`config.mk`:
```
export PLATFORM = sky130hd
export DESIGN_NAME = pwr_state_seq
export DESIGN_NICKNAME = d
export VERILOG_FILES = /design/src/rtl/pwr_seq_pkg.sv /design/src/rtl/pwr_sync_chain.sv /design/src/rtl/pwr_delay_ctr.sv /design/src/rtl/pwr_out_decode.sv /design/src/rtl/pwr_state_seq.sv
export SDC_FILE = /design/constraint.sdc
export NUM_CORES = 1
export LEC_CHECK = 0
export ABC_CLOCK_PERIOD_IN_PS = 2000
export BUFFER_PORTS_ARGS = -buffer_cell sky130_fd_sc_hd__buf_2
export CAP_MARGIN = 0
export CORE_ASPECT_RATIO = 1.75
export CORE_MARGIN = 1.5
export CORE_UTILIZATION = 35
export DETAILED_ROUTE_END_ITERATION = 12
export MAX_ROUTING_LAYER = met4
export PLACE_DENSITY_LB_ADDON = 0.12
export SYNTH_ARGS = -nofsm -noshare
export SYNTH_HDL_FRONTEND = slang
export SYNTH_SLANG_ARGS = --single-unit
export TNS_END_PERCENT = 100
```
`constraint.sdc`:
```
create_clock -name clk -period 2 [get_ports clk]
set_clock_uncertainty 0.1 [all_clocks]
set_input_delay 0 -clock clk [delete_from_list [all_inputs] [get_ports clk]]
set_output_delay 0 -clock clk [all_outputs]
set_load 0.01 [all_outputs]
```
`src/rtl/pwr_seq_pkg.sv`:
```
package pwr_seq_pkg;

   typedef enum logic [2:0] {
      ST_OFF   = 3'd0,
      ST_BLANK = 3'd1,
      ST_SLEEP = 3'd2,
      ST_SUSP  = 3'd3,
      ST_RUN   = 3'd4
   } pstate_t;

   typedef enum logic [1:0] {
      DRV_OFF    = 2'b00,
      DRV_WEAK   = 2'b01,
      DRV_STRONG = 2'b10
   } drv_t;

endpackage

```
`src/rtl/pwr_sync_chain.sv`:
```
module pwr_sync_chain #(
   parameter int WIDTH  = 3,
   parameter int STAGES = 2
) (
   input  logic             clk,
   input  logic             arst_n,
   input  logic [WIDTH-1:0] d,
   output logic [WIDTH-1:0] q
);

   generate
      if (STAGES < 2) begin : g_bad_stages
         $error("pwr_sync_chain: STAGES must be at least 2");
      end
      if (WIDTH < 1) begin : g_bad_width
         $error("pwr_sync_chain: WIDTH must be at least 1");
      end
   endgenerate

   logic [STAGES-1:0][WIDTH-1:0] stg;

   always_ff @(posedge clk or negedge arst_n) begin
      if (!arst_n) stg <= '0;
      else         stg <= {stg[STAGES-2:0], d};
   end

   assign q = stg[STAGES-1];

endmodule

```
`src/rtl/pwr_delay_ctr.sv`:
```
module pwr_delay_ctr #(
   parameter int LIMIT = 100,
   parameter int W     = $clog2(LIMIT + 1)
) (
   input  logic         clk,
   input  logic         arst_n,
   input  logic         run,
   output logic [W-1:0] cnt
);

   generate
      if (LIMIT < 1) begin : g_bad_limit
         $error("pwr_delay_ctr: LIMIT must be at least 1");
      end
   endgenerate

   localparam logic [W-1:0] CAP = W'(LIMIT);

   always_ff @(posedge clk or negedge arst_n) begin
      if (!arst_n)          cnt <= '0;
      else if (!run)        cnt <= '0;
      else if (cnt != CAP)  cnt <= cnt + 1'b1;
   end

endmodule

```
`src/rtl/pwr_out_decode.sv`:
```
module pwr_out_decode
   import pwr_seq_pkg::*;
(
   input  pstate_t    st,
   input  logic       stby_early,
   input  logic       ss_on,
   input  logic       main_good,
   input  logic       rail_good,
   output logic       stby33_en,
   output logic       rail_ss_en,
   output logic       ldo12_en,
   output logic       vtt_en,
   output logic       susp_stat_n,
   output logic [1:0] sw_drive
);

   always_comb begin
      stby33_en   = 1'b0;
      rail_ss_en  = 1'b0;
      ldo12_en    = 1'b0;
      vtt_en      = 1'b0;
      susp_stat_n = 1'b1;
      sw_drive    = DRV_OFF;
      unique case (st)
         ST_BLANK: stby33_en = stby_early;
         ST_SLEEP: stby33_en = 1'b1;
         ST_SUSP: begin
            stby33_en   = 1'b1;
            susp_stat_n = 1'b0;
            rail_ss_en  = ss_on;
            sw_drive    = main_good ? DRV_STRONG : DRV_WEAK;
         end
         ST_RUN: begin
            rail_ss_en = ss_on;
            ldo12_en   = ss_on & rail_good;
            vtt_en     = ss_on & rail_good;
         end
         default: ;
      endcase
   end

endmodule

```
`src/rtl/pwr_state_seq.sv`:
```
module pwr_state_seq
   import pwr_seq_pkg::*;
#(
   parameter int BLANK_CYC   = 3000,
   parameter int WAIT_CYC    = 100,
   parameter int SYNC_STAGES = 2
) (
   input  logic       clk,
   input  logic       supply_ok,
   input  logic       main5_ok,
   input  logic       rail_ok,
   input  logic       en,
   input  logic       susp_req_n,
   output logic       stby33_en,
   output logic       rail_ss_en,
   output logic       ldo12_en,
   output logic       vtt_en,
   output logic       susp_stat_n,
   output logic [1:0] sw_drive,
   output logic [2:0] acpi_state
);

   localparam int STBY_AT = (2 * BLANK_CYC) / 3;
   localparam int BW      = $clog2(BLANK_CYC + 1);
   localparam int WW      = $clog2(WAIT_CYC + 1);

   generate
      if (BLANK_CYC < 3) begin : g_bad_blank
         $error("pwr_state_seq: BLANK_CYC must be at least 3");
      end
      if (WAIT_CYC < 1) begin : g_bad_wait
         $error("pwr_state_seq: WAIT_CYC must be at least 1");
      end
   endgenerate

   logic [2:0]    sync_q;
   logic          en_s, run_req_s, main5_s;
   pstate_t       state_q, state_d;
   logic          ss_on_q;
   logic [BW-1:0] blank_cnt;
   logic [WW-1:0] wait_cnt;
   logic          blank_done, stby_early, wait_done, in_rail, wait_run;

   pwr_sync_chain #(.WIDTH(3), .STAGES(SYNC_STAGES)) u_sync (
      .clk    (clk),
      .arst_n (supply_ok),
      .d      ({en, susp_req_n, main5_ok}),
      .q      (sync_q)
   );

   assign en_s      = sync_q[2];
   assign run_req_s = sync_q[1];
   assign main5_s   = sync_q[0];

   assign in_rail  = (state_q == ST_SUSP) || (state_q == ST_RUN);
   assign wait_run = in_rail && main5_s && !ss_on_q;

   pwr_delay_ctr #(.LIMIT(BLANK_CYC), .W(BW)) u_blank (
      .clk    (clk),
      .arst_n (supply_ok),
      .run    (state_q == ST_BLANK),
      .cnt    (blank_cnt)
   );

   pwr_delay_ctr #(.LIMIT(WAIT_CYC), .W(WW)) u_wait (
      .clk    (clk),
      .arst_n (supply_ok),
      .run    (wait_run),
      .cnt    (wait_cnt)
   );

   assign blank_done = (blank_cnt == BW'(BLANK_CYC));
   assign stby_early = (blank_cnt >= BW'(STBY_AT));
   assign wait_done  = (wait_cnt == WW'(WAIT_CYC));

   always_comb begin
      state_d = state_q;
      unique case (state_q)
         ST_OFF:   state_d = ST_BLANK;
         ST_BLANK: if (blank_done) state_d = ST_SLEEP;
         ST_SLEEP: if (en_s) state_d = ST_SUSP;
         ST_SUSP: begin
            if (!en_s)                       state_d = ST_SLEEP;
            else if (run_req_s && main5_s)   state_d = ST_RUN;
         end
         ST_RUN: begin
            if (!en_s)            state_d = ST_SLEEP;
            else if (!run_req_s)  state_d = ST_SUSP;
         end
         default: state_d = ST_OFF;
      endcase
   end

   always_ff @(posedge clk or negedge supply_ok) begin
      if (!supply_ok) begin
         state_q <= ST_OFF;
         ss_on_q <= 1'b0;
      end else begin
         state_q <= state_d;
         if (!in_rail)       ss_on_q <= 1'b0;
         else if (wait_done) ss_on_q <= 1'b1;
      end
   end

   pwr_out_decode u_dec (
      .st          (state_q),
      .stby_early  (stby_early),
      .ss_on       (ss_on_q),
      .main_good   (main5_s),
      .rail_good   (rail_ok),
      .stby33_en   (stby33_en),
      .rail_ss_en  (rail_ss_en),
      .ldo12_en    (ldo12_en),
      .vtt_en      (vtt_en),
      .susp_stat_n (susp_stat_n),
      .sw_drive    (sw_drive)
   );

   assign acpi_state = state_q;

endmodule

```
==> results of run 1 <==
==> synthesized netlist by cell type (3+ instances only) <==
cell type	count	area, sq um
nor2_1	23	86.3
o21ai_0	6	30.0
nand4_1	3	18.8
inv_1	7	26.3
xnor2_1	8	70.1
and2_1	5	31.3
nor4_1	3	18.8
xor2_1	6	52.6
dfrtp_1	29	726
and3_1	3	18.8
nand3_1	7	35.0
ha_1	4	50.1
nand2_1	9	33.8
a21oi_1	4	20.0
==> metal layers <==
layer	GRT usage, %	vias up	wire length [um]
li1	-	526	-
met1	17.1	535	1190
met2	25.5	18	1520
met3	4.10	6	72
met4	6.46	0	58
met5	-	-	0
==> cells by family (layout without fill, tap and decap cells) <==
kind of cell    Yosys count  count (layout)
compound gates           15              15
xor+xnor                 14              14
fa+ha+maj                 4               4
buf+inv                  12              34
flops                    29              29
mux                       2               2
simple gates             68              68
==> registers in the layout, summed over array words and instances (netlist names) <==
register     count
acpi_state       3
ss_on_q          1
u_blank.cnt     12
u_sync.q         3
u_sync.stg       3
u_wait.cnt       7
==> stage by stage <==
stage | utilization [%] | cell area, sq um | power, mW | hold slack (ps)
floorplan | - | 1450 | 0.610 | -396
finish | 43.7 | 1720 | 1.25 | 182
CTS | 43.7 | 1720 | 1.28 | 205
detailed placement | 39.6 | 1560 | 0.629 | -25.9
global placement | 39.6 | 1560 | 0.628 | -34.3
global route | 43.7 | 1720 | 1.30 | 258
==> cells in the final DEF (no fill, tap or decap), types with 2 or more instances in the layout <==
cell type	n
nand3_1	7
buf_2	15
nor2_1	23
and2_1	5
dlygate4sd3_1	4
and3_1	3
nand4_1	3
nor3_1	2
mux2i_1	2
xor2_1	6
nand3b_1	2
clkbuf_8	6
xnor2_1	8
dfrtp_1	29
ha_1	4
o21ai_0	6
nor4_1	3
inv_1	7
a21oi_1	4
or3_1	2
nand2_1	9
==> power groups by stage <==
stage	combinational, mW	clock (mW)	sequential, mW
after floorplan	0.00398	0	0.606
after global placement	0.0209	0	0.607
after detailed placement	0.0216	0	0.607
after CTS	0.0276	0.655	0.596
after global routing	0.0310	0.676	0.597
final	0.0259	0.632	0.596
==> critical path, stage by stage, from the launching register on <==
cell and delay (ps):
dfrtp_1 430, inv_1 80, ha_1 140, nor4b_2 230, nand4_2 200, nor2b_4 180
or3_1 360
==> cell type report <==
class | instances | area (sq um)
inverter | 7 | 26.3
tap | 48 | 60.1
sequential | 29 | 726
multi-input combinational | 103 | 673
clock buffer | 6 | 82.6
fill | 381 | 2220
clock inverter | 2 | 37.5
timing repair buffer | 19 | 115
==> final timing paths <==
check | start | end | slack, ps
max | u_blank.cnt[0] | acpi_state[0] | 160
min | supply_ok | u_wait.cnt[0] | 180
min in group clk | rail_ok | ldo12_en | 240
max reg2reg | u_blank.cnt[0] | acpi_state[0] | 160
max in group asynchronous | supply_ok | u_sync.q[0] | 1200
min reg2reg | u_sync.stg[1] | u_sync.q[1] | 250
==> summary.txt, run 1 <==
Yosys
  – Adder-Cell Fraction of Synth Area: ~3.5%
  – Largest family of logic cells by synthesized area: simple AND/OR/NAND/NOR gates
  – Mapped Area: 1450 sq um
  – Synth warn: 0
  – Post-synthesis sequential area ratio: 50.0%
  – Average size of a mapped cell: 10.1 sq um
  – Post-Synth Simple-Gate Area: 26.8%
  – Post-synthesis compound-gate area fraction: under 10%
  – Synthesized net count: 154
  – Syn Inst Count: approximately 140
  – Netlist cell types: 35
  – Predominant post-synthesis flop cell: dfrtp_1
  – Mux contribution to synthesized area: 1.38%
  – Xor and xnor area share after synthesis: 8.46%
  – Flip-flop and latch count after synthesis: 29
  – EDFF count, synth: 0
  – Post-synth ARST share: 100%

Power
  – Net Switching: 0.246 mW
  – Reg power frac: 47.6%
  – Clock network fraction of total power: 50.4%
  – Pwr Density: 729 nW/um^2
  – Switch share: 19.6%
  – Cell-internal power: between 1 and 1.5 mW
  – Peak supply drop: roughly 0.00053 V
  – Leakage: 0.758 nW
  – Comb pwr share: roughly 2.1%

Timing
  – Fin crit share: ~90%
  – RSZ-0062 raised after global routing: no
  – Fin. max-slew vios: 0
  – Final hold violation count: 0
  – Final Worst Setup Slack: between 150 and 200 ps
  – Worst-margin pin slew: 638 ps
  – Final setup violation count: 0
  – Clock period minus worst slack: roughly 1800 ps
  – Slew HR: a little under three fifths
  – Achievable Freq: between 0.5 and 0.6 GHz
  – Setup TNS: 0 ps

Finish
  – Final Non-Filler Cells: 214
  – P&R area growth vs syn: 18.6%
  – Share of layout cells above drive strength 1: 17.5%
  – Final nets: 175
  – Ant diodes: 0

CTS
  – CTS root buf: clkbuf_8
  – Clk buf depth: 2
  – Total CTS buffers: 5
  – Clk sinks: 29
  – H-tree Lvls: 2
  – Hold_buf cts: 4
  – CTS resizes: 0
  – Later-pin clock latency in the skew report: 280 ps
  – Setup bufs post-CTS: 0
  – Clock slew at the register clock pins of the worst setup and hold paths: 70 ps
  – TritonCTS clock tree: done

Die
  – Die width: 51.7 um
  – IO Count: 16
  – Starting density of the core: 36.8%
  – Site Rows: 30
  – Total die area: 4550 sq um
  – Die height: 88.2 um
  – CORE AREA: 3940 sq um

Place
  – Post-DP HPWL: 1.97 mm
  – PortBufs: 15
  – Worst slack, placed: 146 ps
  – Placed cells: 202
  – Placer Congestion: 0.837

Route
  – DRC: 0
  – 1st-pass router iterations: 4
  – Vias per cell: 5.07
  – Initial DRC Count: 13
  – Avg WL per Cell: 13.3 um
  – Post-DRT Antenna Nets: 0
  – Vias: about 1,100
  – Post-Route WL: 2.85 mm

Global route
  – First-pass GRT wire length: 5.02 mm
  – Initial antenna violation count: 0
  – Largest net degree at the start of global routing: 30
  – Grt ovf: 0
  – All-Layer GR Usage: 15.4%
  – Vias in the first global route: 1,122

Run
  – Max-cap violations: 0

Worst setup path
  – Worst Path Required: 2060 ps
  – Worst setup SP type: register
  – Setup Crit Path Kind: register to register
  – Critical-path maximum fanout: 5
  – Critical path arrival: 1900 ps
  – Setup crit end kind: register
  – Worst reg-to-reg path cell count: 6

Outcome
  – Status: finished clean

Hold path
  – HP Class: input port to async pin
(Power assumes the default switching activity.)
==> run 2, diff against run 1 <==
--- a/config.mk
+++ b/config.mk
@@ -9,7 +9,6 @@
 export BUFFER_PORTS_ARGS = -buffer_cell sky130_fd_sc_hd__buf_2
 export CAP_MARGIN = 0
 export CORE_ASPECT_RATIO = 1.75
-export CORE_MARGIN = 1.5
 export CORE_UTILIZATION = 35
 export DETAILED_ROUTE_END_ITERATION = 12
 export MAX_ROUTING_LAYER = met4
==> summary.txt, run 2 (synthesized netlist as in run 1, its figures left out) <==
Worst setup path
  – Critical path arrival: 1860 ps (-40 ps)
  – Critical path endpoint: acpi_state[0]
  – Worst Path Required: 2060 ps (about the same)
  – R2R Path End: acpi_state[0]
  – Setup crit end kind: register
  – Crit path launch: u_blank.cnt[0]
  – Worst reg-to-reg path cell count: 6 (unchanged)
  – Critical-path maximum fanout: 5 (unchanged)
  – Setup Crit Path Kind: register to register
  – Worst setup SP type: register
  – R2R Setup Slk: 210 ps (+50 ps)
  – Reg-to-reg critical path startpoint: u_blank.cnt[0]

CTS
  – Clk sinks: 29 (unchanged)
  – CTS resizes: 0 (unchanged)
  – Later-pin clock latency in the skew report: 280 ps (about the same)
  – Total CTS buffers: 5 (unchanged)
  – Setup bufs post-CTS: 0 (unchanged)
  – Clock slew at the register clock pins of the worst setup and hold paths: 60 ps (about the same)
  – TritonCTS clock tree: done
  – H-tree Lvls: 2 (unchanged)
  – CTS root buf: clkbuf_8
  – Clk buf depth: 2 (unchanged)

Die
  – Site Rows: 30 (unchanged)
  – Die height: 87.2 um (-1.1%)
  – IO Count: 16 (unchanged)
  – Total die area: 4410 sq um (-3.0%)
  – Starting density of the core: 37.1% (+0.35 points)
  – CORE AREA: 3900 sq um (-0.95%)
  – Die width: 50.7 um (-1.9%)

Timing
  – Worst-margin pin slew: 646 ps (+7.45 ps)
  – Final setup violation count: 0 (unchanged)
  – Final hold violation count: 0 (unchanged)
  – RSZ-0062 raised after global routing: no
  – Setup TNS: 0 ps (unchanged)
  – Fin crit share: 89.7% (-2.4 points)
  – Slew HR: 57.0% (-0.50 points)
  – Clock period minus worst slack: 1790 ps (-49.0 ps)
  – Hold slack: 178 ps (-4.01 ps)
  – Fin. max-slew vios: 0 (unchanged)
  – Achievable Freq: 0.557 GHz (+2.7%)

Route
  – Post-DRT Antenna Nets: 0 (unchanged)
  – Avg WL per Cell: 13.3 um (about the same)
  – Post-Route WL: 2.85 mm (about the same)
  – 1st-pass router iterations: 4 (unchanged)
  – Initial DRC Count: 30 (+17)
  – DRC: 0 (unchanged)
  – Vias per cell: 4.96 (-2.2%)
  – Vias: 1,061 (-2.2%)

Global route
  – Grt ovf: 0 (unchanged)
  – Vias in the first global route: 1,084 (-3.4%)
  – Initial antenna violation count: 0 (unchanged)
  – All-Layer GR Usage: 15.8% (+0.45 points)
  – Largest net degree at the start of global routing: 30 (unchanged)
  – First-pass GRT wire length: 4.89 mm (-2.6%)

Finish
  – Share of layout cells above drive strength 1: 16.9% (-0.60 points)
  – Final nets: 175 (unchanged)
  – FF/Latch Area: 726 sq um (unchanged)
  – Fill cells: 390 (+2.4%)
  – Area of the multi-input gates: 673 sq um (unchanged)
  – Ant diodes: 0 (unchanged)
  – P&R area growth vs syn: 18.4%
  – Design Area, Final: 1720 sq um (-0.22%)
  – Commonest non-fill, non-tap cell in the layout: dfrtp_1
  – Max FFs per register: 12 (unchanged)
  – Most flops, register: u_blank.cnt
  – Regs by FF count: u_blank.cnt x12, u_wait.cnt x7
  – Most frequent cells in the layout: 29 x dfrtp_1, 23 x nor2_1, 15 x buf_2
  – Final Non-Filler Cells: 214 (unchanged)

Run
  – Max-cap violations: 0 (unchanged)

Place
  – Post-DP HPWL: 2.06 mm (+4.7%)
  – Placed cells: 202 (unchanged)
  – PortBufs: 15 (unchanged)
  – Area after DPL: 1560 sq um (unchanged)
  – Placer Congestion: 0.810 (-3.3%)

Power
  – Peak supply drop: 0.000483 V (-9.6%)
  – Leakage: 0.759 nW (+0.14%)
  – Pwr Density: 722 nW/um^2 (-0.88%)

Hold path
  – HP Class: input port to async pin

Outcome
  – Status: finished clean
-- run 2: cell types whose count changed in the layout (fill, tap and decap cells not counted) --
cell / previous run / this run
clkinvlp_4: 1 / 0
clkbuf_1: 0 / 1
-- run 2: worst min-delay path by stage --
stage / end / slack [ps] / cells past startpoint / from
after detailed placement: acpi_state[2] / -40 / 1 / supply_ok
after floorplan: acpi_state[0] / -400 / 0 / supply_ok
after global placement: acpi_state[2] / -40 / 1 / supply_ok
after global routing: u_wait.cnt[0] / 250 / 2 / supply_ok
final: acpi_state[2] / 180 / 2 / supply_ok
after CTS: acpi_state[2] / 200 / 2 / supply_ok
-- run 2: layout make-up --
class                      instances  area share [%]
clock buffer                       7            5.03
clock inverter                     1            1.75
inverter                           7            1.53
multi-input combinational        103            39.2
sequential                        29            42.3
tap                               48            3.50
timing repair buffer              19            6.71
-- run 2: per-layer routing --
metal,global-route usage (%),part of all wire [%]
met5,-,0
met4,9.34,3.8
met3,4.71,3.9
met1,15.8,40
met2,26.7,52
-- run 2: timing repair --
action,in CTS,in global routing
endpoints found under the hold margin,32,0
hold buffers,4,0
setup endpoints to repair,0,0
-- run 2: metrics by stage --
step                      power, mW  util [%]  worst slack (ps)
after detailed placement      0.629      40.0               195
after CTS                      1.25      44.0               181
after floorplan               0.610         -               306
after global placement        0.628      40.0               261
after global routing           1.29      44.0              43.0
final                          1.24      44.0               206
-- run 2: worst max-delay path: stages (launching register included) --
cell	delay [ps]
dfrtp_1	430
inv_1	80
ha_1	130
nor4b_2	210
nand4_2	200
nor2b_4	170
or3_1	360
-- run 2: where the power goes --
group | internal, mW | switching (mW) | leakage [nW]
clock | 0.405 | 0.211 | 0.0585
combinational | 0.0104 | 0.0160 | 0.324
sequential | 0.593 | 0.00383 | 0.376
